$ cat src/rtl/msixtbl_pkg.sv
package msixtbl_pkg;
  localparam int VNUM_W = 11;
  localparam int ENABLE_BIT = 7;
  localparam int MASKALL_BIT = 6;

  typedef logic [VNUM_W-1:0] vnum_t;

  typedef enum logic [1:0] {
    W_ADDR_LO = 2'd0,
    W_ADDR_HI = 2'd1,
    W_DATA    = 2'd2,
    W_VCTRL   = 2'd3
  } entryWord_e;

  // strobes from control to datapath
  typedef struct packed {
    vnum_t sel;
    logic  setPend;
    logic  clrPend;
    logic  loadMsg;
  } dpStrobe_t;

  // status from datapath to control
  typedef struct packed {
    logic selMasked;
    logic selPending;
    logic selUsed;
    logic kick;
  } dpStatus_t;

  function automatic int idxW(int n);
    return (n > 1) ? $clog2(n) : 1;
  endfunction

  function automatic int pbaBits(int n);
    return ((n + 63) / 64) * 64;
  endfunction

  function automatic logic vnumOk(vnum_t v, int n);
    return int'(v) < n;
  endfunction
endpackage

$ cat src/rtl/msix_vec_datapath.sv
module msix_vec_datapath
  import msixtbl_pkg::*;
#(
  parameter int NUM_VEC = 8,
  parameter int USE_W = 4,
  localparam int VEC_W = idxW(NUM_VEC),
  localparam int TA_W = VEC_W + 2,
  localparam int PBA_BITS = pbaBits(NUM_VEC),
  localparam int PA_W = idxW(PBA_BITS / 32)
) (
  input  logic            clk,
  input  logic            rstN,
  input  logic            tblWe,
  input  logic [TA_W-1:0] tblAddr,
  input  logic [31:0]     tblWdata,
  output logic [31:0]     tblRdata,
  input  logic [PA_W-1:0] pbaAddr,
  output logic [31:0]     pbaRdata,
  input  logic            ctlWe,
  input  logic [7:0]      ctlWdata,
  output logic [7:0]      ctlRdata,
  input  logic            useInc,
  input  logic            useDec,
  input  vnum_t           useVec,
  input  dpStrobe_t       stb,
  output dpStatus_t       stat,
  output logic [63:0]     msgAddr,
  output logic [31:0]     msgData
);
  localparam logic [USE_W-1:0] USE_MAX = '1;

  logic [31:0] addrLo [NUM_VEC];
  logic [31:0] addrHi [NUM_VEC];
  logic [31:0] dataW  [NUM_VEC];
  logic [USE_W-1:0] useCnt [NUM_VEC];
  logic [NUM_VEC-1:0] vecMask, pend, pendNext;
  logic enBit, maBit, funcMasked;

  // table address split
  logic [VEC_W-1:0] tVec, selIdx, useIdx;
  entryWord_e tWord;
  logic tOk, useOk, useDrop;
  assign tVec   = tblAddr[TA_W-1:2];
  assign tWord  = entryWord_e'(tblAddr[1:0]);
  assign tOk    = int'(tVec) < NUM_VEC;
  assign selIdx = stb.sel[VEC_W-1:0];
  assign useIdx = useVec[VEC_W-1:0];
  assign useOk  = vnumOk(useVec, NUM_VEC);

  // reads
  always_comb begin
    tblRdata = '0;
    if (tOk) begin
      unique case (tWord)
        W_ADDR_LO: tblRdata = addrLo[tVec];
        W_ADDR_HI: tblRdata = addrHi[tVec];
        W_DATA:    tblRdata = dataW[tVec];
        W_VCTRL:   tblRdata = {31'b0, vecMask[tVec]};
      endcase
    end
  end

  logic [PBA_BITS-1:0] pbaPadded;
  always_comb begin
    pbaPadded = '0;
    pbaPadded[NUM_VEC-1:0] = pend;
  end
  assign pbaRdata = pbaPadded[{pbaAddr, 5'b0} +: 32];
  assign ctlRdata = {enBit, maBit, 6'b0};

  // mask resolution and unmask detection
  logic vecKick, funcKick;
  assign vecKick  = tblWe && tOk && (tWord == W_VCTRL) && vecMask[tVec]
                    && !tblWdata[0] && !funcMasked;
  assign funcKick = ctlWe && funcMasked && ctlWdata[ENABLE_BIT] && !ctlWdata[MASKALL_BIT];

  assign stat.selMasked  = funcMasked | vecMask[selIdx];
  assign stat.selPending = pend[selIdx];
  assign stat.selUsed    = useCnt[selIdx] != '0;
  assign stat.kick       = vecKick | funcKick;

  assign useDrop = useOk && useDec && !useInc && (useCnt[useIdx] == USE_W'(1));

  always_comb begin
    pendNext = pend;
    if (stb.setPend) pendNext[selIdx] = 1'b1;
    if (stb.clrPend) pendNext[selIdx] = 1'b0;
    if (useDrop)     pendNext[useIdx] = 1'b0;
  end

  always_ff @(posedge clk or negedge rstN) begin
    if (!rstN) begin
      for (int i = 0; i < NUM_VEC; i++) begin
        addrLo[i] <= '0;
        addrHi[i] <= '0;
        dataW[i]  <= '0;
        useCnt[i] <= '0;
      end
      vecMask    <= '1;
      pend       <= '0;
      enBit      <= 1'b0;
      maBit      <= 1'b0;
      funcMasked <= 1'b1;
      msgAddr    <= '0;
      msgData    <= '0;
    end else begin
      pend <= pendNext;
      if (tblWe && tOk) begin
        unique case (tWord)
          W_ADDR_LO: addrLo[tVec]  <= tblWdata;
          W_ADDR_HI: addrHi[tVec]  <= tblWdata;
          W_DATA:    dataW[tVec]   <= tblWdata;
          W_VCTRL:   vecMask[tVec] <= tblWdata[0];
        endcase
      end
      if (ctlWe) begin
        enBit      <= ctlWdata[ENABLE_BIT];
        maBit      <= ctlWdata[MASKALL_BIT];
        funcMasked <= !ctlWdata[ENABLE_BIT] || ctlWdata[MASKALL_BIT];
      end
      if (useOk && useInc && !useDec && useCnt[useIdx] != USE_MAX)
        useCnt[useIdx] <= useCnt[useIdx] + 1'b1;
      else if (useOk && useDec && !useInc && useCnt[useIdx] != '0)
        useCnt[useIdx] <= useCnt[useIdx] - 1'b1;
      if (stb.loadMsg) begin
        msgAddr <= {addrHi[selIdx], addrLo[selIdx]};
        msgData <= dataW[selIdx];
      end
    end
  end
endmodule

$ cat src/rtl/msix_vec_ctrl.sv
module msix_vec_ctrl
  import msixtbl_pkg::*;
#(
  parameter int NUM_VEC = 8
) (
  input  logic      clk,
  input  logic      rstN,
  input  logic      irqValid,
  input  vnum_t     irqVec,
  output logic      irqReady,
  output logic      msgValid,
  input  logic      msgReady,
  input  dpStatus_t stat,
  output dpStrobe_t stb
);
  typedef enum logic [1:0] {S_IDLE, S_SWEEP, S_SEND} state_e;

  state_e state;
  vnum_t  ptr;
  logic   retSweep, sweepReq;
  logic   irqOk, sweepHit, lastPtr;

  assign irqReady = (state == S_IDLE) && !sweepReq;
  assign msgValid = (state == S_SEND);
  assign irqOk    = irqValid && irqReady && vnumOk(irqVec, NUM_VEC) && stat.selUsed;
  assign sweepHit = (state == S_SWEEP) && stat.selPending && !stat.selMasked;
  assign lastPtr  = int'(ptr) == NUM_VEC - 1;

  always_comb begin
    stb = '0;
    stb.sel = (state == S_SWEEP) ? ptr : irqVec;
    if (irqOk) begin
      stb.setPend = stat.selMasked;
      stb.loadMsg = !stat.selMasked;
    end
    if (sweepHit) begin
      stb.clrPend = 1'b1;
      stb.loadMsg = 1'b1;
    end
  end

  always_ff @(posedge clk or negedge rstN) begin
    if (!rstN) begin
      state    <= S_IDLE;
      ptr      <= '0;
      retSweep <= 1'b0;
      sweepReq <= 1'b0;
    end else begin
      sweepReq <= stat.kick || (sweepReq && state != S_IDLE);
      unique case (state)
        S_IDLE: begin
          if (sweepReq) begin
            state <= S_SWEEP;
            ptr   <= '0;
          end else if (irqOk && !stat.selMasked) begin
            state    <= S_SEND;
            retSweep <= 1'b0;
          end
        end
        S_SWEEP: begin
          ptr <= ptr + 1'b1;
          if (sweepHit) begin
            state    <= S_SEND;
            retSweep <= !lastPtr;
          end else if (lastPtr) begin
            state <= S_IDLE;
          end
        end
        S_SEND: begin
          if (msgReady) state <= retSweep ? S_SWEEP : S_IDLE;
        end
        default: state <= S_IDLE;
      endcase
    end
  end
endmodule

$ cat src/rtl/msix_vec_table.sv
module msix_vec_table
  import msixtbl_pkg::*;
#(
  parameter int NUM_VEC = 8,
  parameter int USE_W = 4,
  localparam int TA_W = idxW(NUM_VEC) + 2,
  localparam int PA_W = idxW(pbaBits(NUM_VEC) / 32)
) (
  input  logic            clk,
  input  logic            rstN,
  input  logic            tblWe,
  input  logic [TA_W-1:0] tblAddr,
  input  logic [31:0]     tblWdata,
  output logic [31:0]     tblRdata,
  input  logic            pbaWe,
  input  logic [PA_W-1:0] pbaAddr,
  input  logic [31:0]     pbaWdata,
  output logic [31:0]     pbaRdata,
  input  logic            ctlWe,
  input  logic [7:0]      ctlWdata,
  output logic [7:0]      ctlRdata,
  input  logic            useInc,
  input  logic            useDec,
  input  logic [10:0]     useVec,
  input  logic            irqValid,
  input  logic [10:0]     irqVec,
  output logic            irqReady,
  output logic            msgValid,
  input  logic            msgReady,
  output logic [63:0]     msgAddr,
  output logic [31:0]     msgData
);
  dpStrobe_t stb;
  dpStatus_t stat;

  // the pending array is read-only from the bus
  logic unusedPbaWrite;
  assign unusedPbaWrite = ^{pbaWe, pbaWdata};

  msix_vec_datapath #(.NUM_VEC(NUM_VEC), .USE_W(USE_W)) u_dp (
    .clk(clk), .rstN(rstN),
    .tblWe(tblWe), .tblAddr(tblAddr), .tblWdata(tblWdata), .tblRdata(tblRdata),
    .pbaAddr(pbaAddr), .pbaRdata(pbaRdata),
    .ctlWe(ctlWe), .ctlWdata(ctlWdata), .ctlRdata(ctlRdata),
    .useInc(useInc), .useDec(useDec), .useVec(useVec),
    .stb(stb), .stat(stat), .msgAddr(msgAddr), .msgData(msgData)
  );

  msix_vec_ctrl #(.NUM_VEC(NUM_VEC)) u_ctrl (
    .clk(clk), .rstN(rstN),
    .irqValid(irqValid), .irqVec(irqVec), .irqReady(irqReady),
    .msgValid(msgValid), .msgReady(msgReady),
    .stat(stat), .stb(stb)
  );
endmodule

$ cat config.mk
export PLATFORM = sky130hd
export DESIGN_NAME = msix_vec_table
export DESIGN_NICKNAME = d
export VERILOG_FILES = /design/src/rtl/msixtbl_pkg.sv /design/src/rtl/msix_vec_datapath.sv /design/src/rtl/msix_vec_ctrl.sv /design/src/rtl/msix_vec_table.sv
export SDC_FILE = /design/constraint.sdc
export NUM_CORES = 2
export LEC_CHECK = 0
export ABC_AREA = 1
export BUFFER_PORTS_ARGS = -buffer_cell sky130_fd_sc_hd__buf_2
export CORE_MARGIN = 8
export CORE_UTILIZATION = 35
export DETAILED_ROUTE_END_ITERATION = 7
export RECOVER_POWER = 50
export SLEW_MARGIN = 30
export SYNTH_ARGS = -nofsm -noshare
export SYNTH_HDL_FRONTEND = slang
export SYNTH_SLANG_ARGS = --single-unit
$ cat constraint.sdc
create_clock -name clk -period 4.4 [get_ports clk]
set_input_delay 0.44 -clock clk [delete_from_list [all_inputs] [get_ports clk]]
set_output_delay 0.44 -clock clk [all_outputs]
set_load 0.005 [all_outputs]
Yosys cells after proc, flatten, opt, wreduce, memory -nomap -nowiden
Index checks and enable logic that the tools add are counted.

cells by class
  add/sub/neg operators = 3
  multiply operators = 0
  div/mod/pow operators = 0
  order comparisons = 13
  eq/ne operators = 15
  shifts and indexed selects = 1
  muxes and demuxes = 69
  bitwise logic cells = 10
  reductions and logical operators = 52

operators with widths
  operator                 number
  $bwmux W256              3
  $bmux W32 S3             6
  $mux W32                 15
  $pmux W32 S4             1
  $demux W32 S3            1
  $bwmux W32               2
  $shiftx A64 B7 Y32       1
  $logic_and A1 B1 Y1      27
  $bmux W4 S3              2
  $mux W8                  3
  $lt A11 B4 Y1 const B    2
  $pmux W11 S2             1
  $mux W4                  5
  $and A8 B8 Y8            2
  $not A8 Y8               2
  $demux W4 S3             1
  $ge A4 B4 Y1 const B     3
  $lt A3 B4 Y1 const B     3
  $mux W1                  12
  $mux W2                  6
  $not A3 Y4               3
  $add A11 B1 Y11 const B  1
  $eq A11 B4 Y1 const B    1
  $mux W11                 1
  other kinds (28)         59

storage, ports and cells
  bits in registers = 930
  bits in latches = 0
  bits in writable memories = 0
  bits in read-only memories = 0
  input port bits = 109
  output and inout bits = 170
  word-level logic and storage cells = 206
  memories = 0

Depth between registers and ports, before layout
  word-level depth = 14
  gate-level depth with buffers = 19
  gate-level depth less buffers = 17

Cells and area by module
A second synthesis with hierarchy kept.

second synthesis, totals
  cells, all modules = 5421
  area total of the unflattened synthesis = 44590.3 µm²

modules (own cells, without submodules)
  module             instances  cells an instance  area each (µm²)  sequential area each (µm²)
  msix_vec_datapath  1          5265               43553.0          22908.2
  msix_vec_ctrl      1          156                1037.2           375.4

Least setup slack after synthesis
OpenSTA, ideal clock, no wires.

  kind = input-to-reg
  from = input port useVec[0]
  to = register u_dp.useCnt[13] (netlist bit)
  library setup time = 136 ps
  arrival time = 2111 ps
  data required time = 4264 ps
  setup slack = 2153 ps
  cell stages on the path = 13
  buffers on the path = 2
  cell sequence = buf_2 > nand3_1 > or2_2 > nand4_1 > nor2_1 > buf_2 > ha_1 > nand3_1 > nand2_1 > nand2_1 > nand2_1 > nand2_1 > o21ai_0

on the way
  cells in the longest elaborated chain, start to end = 8

ends and longest elaborated chain
  element                                                               line                                                RTL
  from (decl)                                                           msix_vec_table.sv:24                                input logic [10:0] useVec,
  $not A3 Y4 (implied by the code)                                      -
  $bmux W4 S3, or another cell as far along                             -
  $mux W4 (implied by the code) or $logic_and A1 B1 Y1 (tied branches)  -
  $mux W4, on equally long branches                                     -
  $sub A4 B1 Y4 or $demux W4 S3 (tied branches)                         msix_vec_datapath.sv:124, msix_vec_datapath.sv:122
  $bwmux W32                                                            msix_vec_datapath.sv:124                            useCnt[useIdx] <= useCnt[useIdx] - 1'b1;
  $mux W32                                                              msix_vec_datapath.sv:123                            else if (useOk && useDec && !useInc && useCnt[useIdx] != '0)
  $mux W32                                                              msix_vec_datapath.sv:121                            if (useOk && useInc && !useDec && useCnt[useIdx] != USE_MAX)
  to (signal, indexed assignment)                                       msix_vec_datapath.sv:122                            useCnt[useIdx] <= useCnt[useIdx] + 1'b1;
  to (signal, indexed assignment)                                       msix_vec_datapath.sv:124
  to (decl)                                                             msix_vec_datapath.sv:35                             logic [USE_W-1:0] useCnt [NUM_VEC];

Several ways; a longest one is shown, not always the timed one. The select of a mux whose other input is x is not followed.
A chain may end at the register's enable or synchronous reset.

Worst setup path after layout
  from = input port tblAddr[4]
  to = register u_dp.dataW[23] (netlist bit)

on the way
  cells in the longest elaborated chain, start to end = 6

ends and longest elaborated chain
  element                                                             line                      RTL
  from (decl)                                                         msix_vec_table.sv:12      input logic [TA_W-1:0] tblAddr,
  $not A3 Y4 (implied by the code) (*)                                msix_vec_datapath.sv:112  W_DATA: dataW[tVec] <= tblWdata;
  $ge A4 B4 Y1 (implied by the code) or $lt A4 B1 Y1 (tied branches)  msix_vec_datapath.sv:112
  $logic_and A1 B1 Y1 (implied by the code)                           msix_vec_datapath.sv:112
  $mux W32 (implied by the code)                                      msix_vec_datapath.sv:112
  $demux W32 S3 (*)                                                   msix_vec_datapath.sv:112
  $bwmux W256 (*)                                                     msix_vec_datapath.sv:112
  to (signal, indexed assignment)                                     msix_vec_datapath.sv:112
  to (decl)                                                           msix_vec_datapath.sv:34   logic [31:0] dataW [NUM_VEC];

Every way passes the cells marked *; elsewhere a longest branch is shown, timed or not.

==> results.yml <==
power_and_ir_drop:
  switchingPower_mw: 10.1
  power.internal_mw: 18.2
  vdd_drop_max_mv: 0.370
  p_per_area_nw_per_um2: 546
  share_seq_of_total_power_pct: 40.6
  clkPwrFrac_pct: 33.2
  comb_power_share_pct: 26.3
  power_switching_share_pct: 35.7
  p_leak_nw: 24.0
  finalPower_mw: 28.4
cts:
  cts_root_buf: "clkbuf_16"
  clk_pin_slew_ps: 60
  ctsResizeCount: 0
  cts_made_buffers: 101
  cts_tree: "yes"
  clk_latency_ps: 700
  ctsHtreeMaxLevel: 3
  cts_sinks: 930
  cts.path.max_buffers: 3
yosys:
  synth-main-ff-cell: "dfrtp_1"
  yosys_register_bits: 930
  synth_area_per_cell_sq_um: 7.95
  synth_enable_flop_cells: 0
  yosys_warnings: 0
  synth_area_sq_um: 45200
  async_reset_ff_share_pct: 100
  synth_area_leaders: "dfrtp_1 51%, nand2_1 15%, o21ai_0 11%"
  synth_top_area_share_pct: 51.0
  yosysMostFrequentCell: "nand2_1"
  synthTopCellsByCount: "1761 x nand2_1, 953 x o21ai_0, 921 x dfrtp_1"
  ys_types: 53
  synth-seq-area-share_pct: 51.5
  yosysTopAreaCell: "dfrtp_1"
  synthCells: 5683
finish:
  fillers: 13100
  fin_nets: 5867
  stdcell_area_sq_um: 51900
  utilization_pct: 40.3
  area_growth_pct: 14.9
  final_layout_size_suffix_gt1_share_pct: 8.88
  finalNonFillerCells: 7512
die:
  ioPinCount: 279
  row_count: 132
  die_h_microns: 375
  fp.coreArea_sq_um: 129000
  fp.dieW_microns: 375
  floorplan.initialDensity_pct: 35.1
  die-area_sq_um: 141000
routing:
  wl_per_cell_microns: 24.5
  drc: 0
  ant_nets: 0
  wirelength_mm: 184
  drt_iter0_drc: 5827
  vias: 42800
  firstDrtPassIters: 8
  avgViaCountPerCell: 5.69
timing:
  clock_skew_ps: 19.9
  fmax_mhz: 253
  slew_headroom_pct: -109
  period_minus_slack_ps: 3950
  hold_violations: 0
  tightestPinTransition_ps: 3140
  min_period_over_period_pct: 89.7
  setup_viol: 0
  maxSlewViolCount: 174
  tns_ps: 0
  rsz0062_at_grt: "false"
place:
  dp.cells: 7296
  dpl-instance-area_sq_um: 48200
  hpwl_mm: 111
  io_buffer_count: 209
  gp_congestion: 0.889
run_status:
  status: "finished, violations left"
  failed_checks: "max-capacitance violations, max-slew violations"
global_routing:
  overflow: 0
  track_usage_pct: 25.2
  grt_pass1_wl_mm: 271
  antenna_found_initial: 4
  grt_max_degree: 104
  grt_pass1_vias: 40700
setup_path:
  crit_type: "input pin to register"
  worstPathMaxFanout: 72
  reg2reg_slack_ps: 930
  cp-start-kind: "input pin"
  crit_required_ps: 4960
  arrival_ps: 4500
  cp-end-kind: "register"
job:
  max-cap-violations: 4
worst_hold_path:
  hp-class: "input pin to register"
registers in the layout, indices dropped and copies added (netlist names), named ones only:
| name | count |
|---|---|
| u_ctrl.sweepReq | 1 |
| u_dp.addrLo | 256 |
| u_dp.msgData | 32 |
| u_dp.addrHi | 256 |
| u_dp.msgAddr | 64 |
| u_ctrl.ptr | 11 |
| u_dp.maBit | 1 |
| u_dp.funcMasked | 1 |
| u_ctrl.retSweep | 1 |
| u_dp.useCnt | 24 |
| u_dp.dataW | 256 |
| u_dp.enBit | 1 |
| u_dp.pend | 8 |
| u_dp.vecMask | 8 |
| u_ctrl.state | 2 |
through the flow:
| stage | hold slack, ps | setup slack (ps) |
|---|---|---|
| after floorplan | 144 | 2150 |
| after global placement | 450 | 810 |
| after detailed placement | 454 | 800 |
| after CTS | 3.68 | 777 |
| after global routing | 35.5 | 384 |
| final | 27.9 | 454 |
cell usage in the layout (no fill, tap or decap), types with 10 or more instances in the layout:
master	n
o2111ai_1	55
clkbuf_8	20
a22oi_1	43
inv_1	551
buf_2	145
dfrtp_1	921
nor3_1	38
clkinv_2	19
bufinv_16	17
buf_12	29
o2bb2ai_1	14
nand3_1	131
o22ai_1	269
nor2_1	141
o211ai_1	10
o31ai_1	20
nand2_1	1738
o221ai_1	14
o21ai_0	952
inv_2	11
a22o_1	17
clkbuf_1	94
clkbuf_16	104
nand4_1	43
a21oi_1	77
a221oi_1	44
o41ai_1	50
dlygate4sd3_1	29
buf_4	86
nand2_2	25
conb_1	30
kinds of logic after synthesis:
logic type | share of synthesized area [%]
other | 0.00830
XOR/XNOR | 0.0388
adder cells (fa/ha/maj) | 0.138
AND/OR/NAND/NOR | 19.1
flip-flops | 51.5
buffers and inverters | 8.79
AO/OA/AOI/OAI | 20.4
worst max-delay path: stages:
cell,delay (ps)
clkbuf_1,280
nand3_1,230
buf_12,300
nor3_1,300
clkbuf_1,2240
nand2_1,340
o21ai_0,210
final cells by class:
class	instances	area (sq um)	share of cell area (%)
inverter	564	2120	4.09
sequential	930	23300	44.9
clock buffer	140	2940	5.66
multi-input combinational	3783	18200	35.0
tap	1675	2100	4.04
antenna	1	2.50	0.00482
timing repair buffer	373	2570	4.96
clock inverter	46	709	1.37
power groups by stage:
| stage | clock, mW | combinational (mW) | sequential [mW] |
|---|---|---|---|
| 4_1_cts | 9.51 | 7.45 | 11.5 |
| 5_1_grt | 9.83 | 8.13 | 11.7 |
| 2_1_floorplan | 0 | 4.11 | 11.4 |
| 6_report | 9.40 | 7.45 | 11.5 |
| 3_3_place_gp | 0 | 7.32 | 11.5 |
| 3_5_place_dp | 0 | 7.41 | 11.6 |
metal layers:
metal	part of all wire [%]	track usage, %	up-vias
met5	0.0071	0	-
li1	-	-	19000
met1	40	33.6	20500
met2	44	38.6	2744
met4	5.3	11.7	2
met3	12	6.25	539
final timing paths:
kind / startpoint / to / depth (start not counted)
max: tblAddr[4] / u_dp.dataW[23]$_DFFE_PN0P_ / 7
min: tblWdata[23] / u_dp.addrHi[23]$_DFFE_PN0P_ / 3
max reg2reg: u_ctrl.state[0]$_DFFE_PN0P_ / u_dp.msgAddr[24]$_DFFE_PN0P_ / 15
min reg2reg: u_dp.msgAddr[23]$_DFFE_PN0P_ / u_dp.msgAddr[23]$_DFFE_PN0P_ / 2
max in group asynchronous: rstN / u_dp.msgData[22]$_DFFE_PN0P_ / 3
min in group asynchronous: rstN / asynchronous set/reset pin / 2
repair_timing:
item,in CTS,in global routing
setup buffers,0,0
hold buffers,29,0
hold endpoints to repair,95,0
(Power assumes the default switching activity.)
